[src/rtl/dcnt_pkg.sv]
package dcnt_pkg;
  localparam int JW   = 5;
  localparam int SEGW = 7;
  localparam int MODN = 2 * JW;

  typedef logic [JW-1:0] jcode_t;

  localparam jcode_t JC_ZERO = '0;
  localparam jcode_t JC_TOP  = {1'b1, {(JW-1){1'b0}}};

  function automatic jcode_t jc_up(jcode_t c);
    return {c[JW-2:0], ~c[JW-1]};
  endfunction

  function automatic jcode_t jc_down(jcode_t c);
    return {~c[0], c[JW-1:1]};
  endfunction

  function automatic logic jc_legal(jcode_t c);
    int t;
    t = 0;
    for (int i = 0; i < JW-1; i++) if (c[i] != c[i+1]) t++;
    return (t <= 1);
  endfunction

  function automatic logic [3:0] jc_digit(jcode_t c);
    int p;
    p = $countones(c);
    if (c[JW-1]) return 4'(MODN - p);
    return 4'(p);
  endfunction
endpackage

[src/rtl/dcnt_edge_sync.sv]
module dcnt_edge_sync #(
  parameter int STAGES = 2
) (
  input  logic clk,
  input  logic rst,
  input  logic din,
  output logic rise
);
  logic [STAGES-1:0] sync_q;
  logic              prev_q;

  generate
    for (genvar i = 0; i < STAGES; i++) begin : g_sync
      always_ff @(posedge clk) begin
        if (rst) sync_q[i] <= 1'b1;
        else if (i == 0) sync_q[i] <= din;
        else sync_q[i] <= sync_q[(i == 0) ? 0 : i-1];
      end
    end
  endgenerate

  always_ff @(posedge clk) begin
    if (rst) prev_q <= 1'b1;
    else prev_q <= sync_q[STAGES-1];
  end

  assign rise = sync_q[STAGES-1] & ~prev_q;
endmodule

[src/rtl/dcnt_johnson.sv]
module dcnt_johnson
  import dcnt_pkg::*;
(
  input  logic   clk,
  input  logic   rst,
  input  logic   inc,
  input  logic   dec,
  output jcode_t state_o,
  output logic   carry_n,
  output logic   borrow_n
);
  jcode_t state_q;
  logic   carry_q, borrow_q;

  always_ff @(posedge clk) begin
    if (rst) begin
      state_q  <= JC_ZERO;
      carry_q  <= 1'b1;
      borrow_q <= 1'b1;
    end else begin
      carry_q  <= 1'b1;
      borrow_q <= 1'b1;
      if (!jc_legal(state_q)) begin
        state_q <= JC_ZERO;
      end else if (inc && !dec) begin
        state_q <= jc_up(state_q);
        if (state_q == JC_TOP) carry_q <= 1'b0;
      end else if (dec && !inc) begin
        state_q <= jc_down(state_q);
        if (state_q == JC_ZERO) borrow_q <= 1'b0;
      end
    end
  end

  assign state_o  = state_q;
  assign carry_n  = carry_q;
  assign borrow_n = borrow_q;
endmodule

[src/rtl/dcnt_display.sv]
module dcnt_display
  import dcnt_pkg::*;
(
  input  logic            clk,
  input  logic            rst,
  input  logic            latch_en,
  input  jcode_t          code,
  output logic [SEGW-1:0] seg
);
  jcode_t          held_q;
  jcode_t          sel;
  logic [SEGW-1:0] seg_d, seg_q;
  logic [3:0]      digit;

  assign sel   = latch_en ? code : held_q;
  assign digit = jc_digit(sel);

  always_comb begin
    case (digit)
      4'd0:    seg_d = 7'h3F;
      4'd1:    seg_d = 7'h06;
      4'd2:    seg_d = 7'h5B;
      4'd3:    seg_d = 7'h4F;
      4'd4:    seg_d = 7'h66;
      4'd5:    seg_d = 7'h6D;
      4'd6:    seg_d = 7'h7D;
      4'd7:    seg_d = 7'h07;
      4'd8:    seg_d = 7'h7F;
      4'd9:    seg_d = 7'h6F;
      default: seg_d = 7'h00;
    endcase
  end

  always_ff @(posedge clk) begin
    if (rst) begin
      held_q <= JC_ZERO;
      seg_q  <= 7'h3F;
    end else begin
      if (latch_en) held_q <= code;
      seg_q <= seg_d;
    end
  end

  assign seg = seg_q;
endmodule

[src/rtl/dcnt_updown_display.sv]
module dcnt_updown_display
  import dcnt_pkg::*;
#(
  parameter int SYNC_STAGES = 2
) (
  input  logic            clk,
  input  logic            rst,
  input  logic            count_up,
  input  logic            count_dn,
  input  logic            latch_en,
  output logic [SEGW-1:0] seg,
  output logic            carry_n,
  output logic            borrow_n
);
  logic   up_ev, dn_ev;
  jcode_t jc_state;

  dcnt_edge_sync #(.STAGES(SYNC_STAGES)) u_up_sync (
    .clk(clk), .rst(rst), .din(count_up), .rise(up_ev)
  );

  dcnt_edge_sync #(.STAGES(SYNC_STAGES)) u_dn_sync (
    .clk(clk), .rst(rst), .din(count_dn), .rise(dn_ev)
  );

  dcnt_johnson u_jc (
    .clk(clk), .rst(rst), .inc(up_ev), .dec(dn_ev),
    .state_o(jc_state), .carry_n(carry_n), .borrow_n(borrow_n)
  );

  dcnt_display u_disp (
    .clk(clk), .rst(rst), .latch_en(latch_en), .code(jc_state), .seg(seg)
  );
endmodule

[config.mk]
export PLATFORM = sky130hd
export DESIGN_NAME = dcnt_updown_display
export DESIGN_NICKNAME = d
export VERILOG_FILES = /design/src/rtl/dcnt_pkg.sv /design/src/rtl/dcnt_edge_sync.sv /design/src/rtl/dcnt_johnson.sv /design/src/rtl/dcnt_display.sv /design/src/rtl/dcnt_updown_display.sv
export SDC_FILE = /design/constraint.sdc
export NUM_CORES = 1
export LEC_CHECK = 0
export ABC_AREA = 0
export BUFFER_PORTS_ARGS = -buffer_cell sky130_fd_sc_hd__buf_2
export CAP_MARGIN = 0
export CORE_MARGIN = 10
export CORE_UTILIZATION = 53
export CTS_BUF_LIST = sky130_fd_sc_hd__clkbuf_16
export DETAILED_ROUTE_END_ITERATION = 6
export PLACE_DENSITY = 0.83
export REMOVE_ABC_BUFFERS = 1
export SETUP_SLACK_MARGIN = 0.5
export SLEW_MARGIN = 40
export SYNTH_ARGS = -nofsm -noshare
export SYNTH_HDL_FRONTEND = slang
export SYNTH_HIERARCHICAL = 1
export SYNTH_SLANG_ARGS = --single-unit
[constraint.sdc]
create_clock -name clk -period 4 [get_ports clk]
set_input_delay 0 -clock clk [delete_from_list [all_inputs] [get_ports clk]]
set_output_delay 0 -clock clk [all_outputs]
set_load 0.01 [all_outputs]
-- Word-level counts from Yosys, hierarchy flattened
Memories as Yosys holds them, arrays and structs flattened. A register that Yosys moved wholly into a read port is not among the register bits.
Cells that the tools add are included.
- mux-type cells: 16
- reduce and logical (&&, ||, !) cells: 9
- bitwise logic cells: 9
- $add $sub $neg: 8
- eq/ne operators: 5
- magnitude comparators: 1
- operators by type and width (operator ; number):
    32-bit two-way mux ; 7
    32-bit by 2-bit adder with 32-bit output (second input constant) ; 3
    32-bit by 2-bit <= comparator with 1-bit output (second input constant) ; 1
    5-bit two-way mux ; 3
    4-bit two-way mux ; 2
    1-bit inverter ; 7
    5-bit == test (second input constant) ; 1
    5-bit zero test ; 1
    1-bit by 1-bit adder with 2-bit output ; 2
    4-bit by 1-bit adder with 4-bit output ; 1
    4-bit adder ; 1
    1-bit two-way mux ; 4
    1-bit inequality test ; 4
    4-bit OR reduction ; 1
    4-bit subtractor (first input constant) ; 1
    3-bit OR reduction ; 1
    1-bit AND ; 2
    1-bit logical AND ; 2
    1-bit zero test ; 2
    2-bit nonzero test ; 1
    2-bit OR reduction ; 1
- output and inout port bits: 9
- logic and storage cells: 59
- input port bits: 5
- register bits after elaboration: 18
- memories: 1
- memory bits (read-only): 112
- memories (name ; depth ; bits a word ; rd ports ; clocked after Yosys merged registers in ; wr ports ; RTL line ; RTL):
    (name not given) ; 16 ; 7 ; 1 ; 1 ; 0 ; dcnt_display.sv:19 ; case (digit)

-- Logic depth before layout (Yosys ltp)
- depth in word-level cells: 15
- depth in mapped cells: 13
- gate-level depth less buffers: 13

-- By module
Netlist, hierarchy kept.
- modules (own cells, without submodules) (module ; seq. area each (um^2) ; times used ; area an instance (um^2) ; cells an instance):
    dcnt_display ; 240.2 ; 1 ; 804.5 ; 82
    dcnt_johnson ; 140.1 ; 1 ; 464.2 ; 55
    dcnt_edge_sync ; 60.1 ; 2 ; 85.1 ; 7

-- Worst setup path after synthesis
OpenSTA, ideal clock, no wires.
- kind: register to register
- from: register u_jc.state_q[0] (netlist: u_jc/state_o[0])
- to: register u_disp.seg_q[3] (netlist: u_disp/seg[3])
- stages on the path, launching flop included: 13
- arrival: 3337 ps
- required time: 3885 ps
- path slack: 548 ps
- buffers on the path: 0
- setup time: 115 ps
- path through: dfxtp_1 mux2_2 fa_1 ha_1 ha_1 inv_1 fa_1 inv_1 ha_1 a21oi_1 ha_1 nand2b_1 a31o_1
- longest elaborated chain between the ends: 7
- RTL lines (what ; RTL line ; RTL):
    start: declaration ; dcnt_johnson.sv:12 ; jcode_t state_q;
    start signal: assignment ; dcnt_johnson.sv:26 ; state_q <= jc_up(state_q);
    start signal: assignment ; dcnt_johnson.sv:29 ; state_q <= jc_down(state_q);
    5-bit two-way mux * ; n/a ;
    named net u_disp.sel[0] ; dcnt_display.sv:11 ; jcode_t sel;
    1-bit by 1-bit adder with 2-bit output (implied by the code) * ; dcnt_pkg.sv:28 ; p = $countones(c);
    4-bit adder (implied by the code) * ; dcnt_pkg.sv:28 ;
    4-bit by 1-bit adder with 4-bit output (implied by the code) * ; dcnt_pkg.sv:28 ;
    4-bit subtractor ; dcnt_pkg.sv:29 ; if (c[JW-1]) return 4'(MODN - p);
    4-bit two-way mux ; dcnt_pkg.sv:29 ;
    4-bit two-way mux * ; dcnt_pkg.sv:30 ; return 4'(p);
    end: declaration ; dcnt_display.sv:12 ; logic [SEGW-1:0] seg_d, seg_q;
Mark *: on every way through the listed nets, which the timed path passes. The rest lies on a longest branch. The select of a mux whose other input is x is not followed.
A chain may end at the register's enable or synchronous reset.

-- Worst setup path after layout
- from: register u_jc.state_q[1] (netlist: u_jc/state_o[1])
- to: register u_disp.seg_q[3] (netlist: u_disp/seg[3])
Same word-level chain as after synthesis.

==> impl_metrics.env <==
export IMPL_numCtsBuffers=3
export IMPL_tightest_slew_ns=0.636
export IMPL_crit_top_cell="ha_1"
export IMPL_place_area_mm2=0.00151
export IMPL_synth_top_cell_area_share_pct=34.8
export IMPL_clkPwrFrac_pct=36.2
export IMPL_p_sw_mw=0.160
export IMPL_cts_tree="yes"
export IMPL_ys_ff_latch=25
export IMPL_rsz0062_at_grt="false"
export IMPL_track_usage_pct=11.1
export IMPL_drt_pre_antenna_iters=4
export IMPL_slew_limit_headroom_pct=57.4
export IMPL_max_stage_delay_ns=0.55
export IMPL_clockBufferDepth=2
export IMPL_viasPerCell=5.71
export IMPL_p_per_area_mw_per_mm2=365
export IMPL_status="finished, final reports clean"
export IMPL_place_congestion=0.809
export IMPL_synth_cell_types=42
export IMPL_coreArea_mm2=0.00254
export IMPL_clkSlewWorstSetupHoldPaths_ns=0.06
export IMPL_cts_root_buf="clkbuf_16"
export IMPL_cap_violations=0
export IMPL_layout_commonest_cell="dfxtp_1"
export IMPL_power_switching_share_pct=26.3
export IMPL_min_period_ns=3.43
export IMPL_postSynthAreaPerCell_um2=9.53
export IMPL_synthesis_instances=151
export IMPL_drtAntennaViolNets=0
export IMPL_cts_max_level=1
export IMPL_critical_path_class="flip-flop to flip-flop"
export IMPL_layout_common_cells="dfxtp_1 (22), buf_2 (13), inv_1 (11), ha_1 (11), nand2_1 (10)"
export IMPL_fp_dieH_um=72.1
export IMPL_tns_ns=0
export IMPL_place_ws_ns=0.323
export IMPL_wire_per_inst_um=15.0
export IMPL_rr_worst_depth=12
export IMPL_p_leak_nw=0.686
export IMPL_crit_chain="mux2_4 > fa_1 > ha_1 > ha_1 > inv_1 > fa_2 > inv_2 > ha_1 > a21oi_2 > ha_1 > nand2b_1 > a31o_1"
export IMPL_grt_start_max_net_pins=26
export IMPL_area_growth_pct=15.9
export IMPL_power_frac_seq_pct=44.4
export IMPL_die_w_um=72.1
export IMPL_cp_end_kind="flip-flop"
export IMPL_num_io_pins=14
export IMPL_regToRegEndpoint="u_disp/seg[3]"
export IMPL_dp_hpwl_um=1980
export IMPL_syn_area_mm2=0.00144
export IMPL_die_area_mm2=0.00520
export IMPL_antennaDiodeCount=0
export IMPL_drtIter0Drc=73
export IMPL_cp_slowest_cell="fa_2"
export IMPL_yosysWarnings=6
export IMPL_cts_sinks=25
export IMPL_worstPathArrival_ns=3.58
export IMPL_final_nets=188
export IMPL_synth_area_leaders="dfxtp_1 (35%), ha_1 (10%), xor2_1 (3.7%), nor2b_1 (3.5%), inv_1 (3.1%)"
export IMPL_drive_above_1_share_pct=22.6
export IMPL_setup_viol=0
export IMPL_drcViolationCount=0
export IMPL_hold_viol_final=0
export IMPL_clock_skew_final_ns=0.00229
export IMPL_max_freq_ghz=0.292
export IMPL_cp_required_ns=4.15
export IMPL_r2r_slack_ns=0.57
export IMPL_critPathMaxFanout=7
export IMPL_whs_path_depth=2
export IMPL_clk_latency_ns=0.25
export IMPL_worst_slack_ns=0.574
export IMPL_worstSetupStartpointType="flip-flop"
export IMPL_p_comb_share_pct=19.4
export IMPL_p_int_mw=0.449
export IMPL_grt_pass1_vias=1115
export IMPL_antenna_found_initial=0
export IMPL_port_buffers=13
export IMPL_worstHoldPathType="input port to flip-flop"
export IMPL_rr_startpoint="u_jc/state_o[1]"
export IMPL_peakVddDrop_mv=0.344
export IMPL_vias=1131
export IMPL_synth_top_cell_by_area="dfxtp_1"
export IMPL_holdCritStartpoint="rst"
export IMPL_final_core_utilization_pct=65.5
export IMPL_rows=18
export IMPL_initial_core_util_pct=56.5
export IMPL_grt_ovfl_total=0
export IMPL_min_period_over_period_pct=85.6
export IMPL_hold_end="u_disp/held_q[2]"
export IMPL_seq_area_frac_synth_pct=34.8
export IMPL_routed_wl_um=2960
export IMPL_fill_cells=196
export IMPL_hold_ws_ns=0.160
export IMPL_drv_slew=0
export IMPL_stdcell_area_mm2=0.00167
export IMPL_grt_first_pass_wirelength_um=4900
worst max-delay path by stage:
stage | from | endpoint | slack, ns
floorplan | u_jc/state_o[0] | u_disp/seg[3] | 0.55
global placement | u_jc/state_o[0] | u_disp/seg[3] | 0.44
detailed placement | u_jc/state_o[0] | u_disp/seg[3] | 0.32
CTS | u_jc/state_o[0] | u_disp/seg[3] | 0.53
global route | u_jc/state_o[3] | u_disp/seg[3] | 0.49
finish | u_jc/state_o[1] | u_disp/seg[3] | 0.57
cell usage after synthesis, drive strengths merged:
library cell and number:
and3b 1, a221o 1, a2111oi 3, nor2 8, buf 3, or4 2, a31o 2, a21oi 5
xnor2 5, dfxtp 25, a21o 2, a211oi 4, mux2i 1, nor3b 1, o211ai 3, inv 12
or2 6, a21boi 1, fa 2, a31oi 1, nand2 10, o21ai 3, nor2b 8, a311oi 1
clkbuf 2, o221ai 1, xor2 6, a211o 1, nor3 3, nand2b 3, nand3 6, ha 12
maj3 1, and2 1, mux2 5
cell type report:
cell class | count | area, µm² | area share, %
Inverter | 12 | 45.0 | 2.70
Clock inverter | 1 | 7.51 | 0.450
Multi-Input combinational cell | 109 | 886 | 53.1
Timing Repair Buffer | 18 | 108 | 6.45
Clock buffer | 3 | 75.1 | 4.50
Tap cell | 30 | 37.5 | 2.25
Sequential cell | 25 | 509 | 30.5
per-layer routing:
metal | global-route usage [%] | wire length [µm] | share of wire [%]
met1 | 12.9 | 1360 | 46
met5 | 0 | 0 | 0
met3 | 2.04 | 137 | 4.6
met4 | 6.67 | 31 | 1.0
met2 | 18.4 | 1430 | 48
flip-flops by register name, summed over array words and instances (netlist names):
signal and flops:
u_disp/held_q 5, u_jc/carry_n 1, u_jc/state_o 5, u_dn_sync/sync_q 2
u_jc/borrow_n 1, u_dn_sync/prev_q 1, u_up_sync/prev_q 1, u_disp/seg 7
u_up_sync/sync_q 2
worst max-delay path, delay by kind of cell (launching register included):
family / cells / cell delay, ns
adders and majority gates: 6 / 2.00
DFF: 1 / 0.37
buffers and inverters: 2 / 0.11
and+or+nand+nor: 1 / 0.15
muxes: 1 / 0.27
AOI/OAI and AO/OA: 2 / 0.41
what timing repair did:
| action | 4_1_cts | 5_1_grt |
|---|---|---|
| gates cloned | 0 | 0 |
| gates resized for setup | 2 | 10 |
| setup buffers | 1 | 2 |
| pin swaps | 1 | 5 |
| hold buffers | 2 | 0 |
| hold endpoints to repair | 2 | 0 |
| endpoints found under the setup margin | 7 | 6 |
through the flow:
stage | power (mW) | instances
after floorplan | 0.348 | 146
after global placement | 0.373 | 189
after detailed placement | 0.378 | 189
after CTS | 0.602 | 196
after global routing | 0.635 | 198
final | 0.609 | 198
power by group through the flow:
| stage | Sequential, mW | Clock [mW] | Combinational [mW] |
|---|---|---|---|
| after floorplan | 0.278 | 0 | 0.0697 |
| after global placement | 0.275 | 0 | 0.0983 |
| after detailed placement | 0.276 | 0 | 0.103 |
| after CTS | 0.270 | 0.225 | 0.107 |
| after global routing | 0.272 | 0.234 | 0.129 |
| final | 0.270 | 0.221 | 0.118 |
logic make-up (layout without fill, tap and decap cells):
kind of cell / count (synthesis) / count (layout) / synth area share [%]
buffers and inverters: 17 / 34 / 5.04
flip-flops: 25 / 25 / 34.8
multiplexers: 6 / 6 / 4.87
XOR/XNOR: 11 / 11 / 7.74
AND/OR/NAND/NOR: 49 / 49 / 18.7
AO/OA/AOI/OAI: 28 / 28 / 15.0
adder cells (fa/ha/maj): 15 / 15 / 13.9
Power figures use the tool's default switching activity.
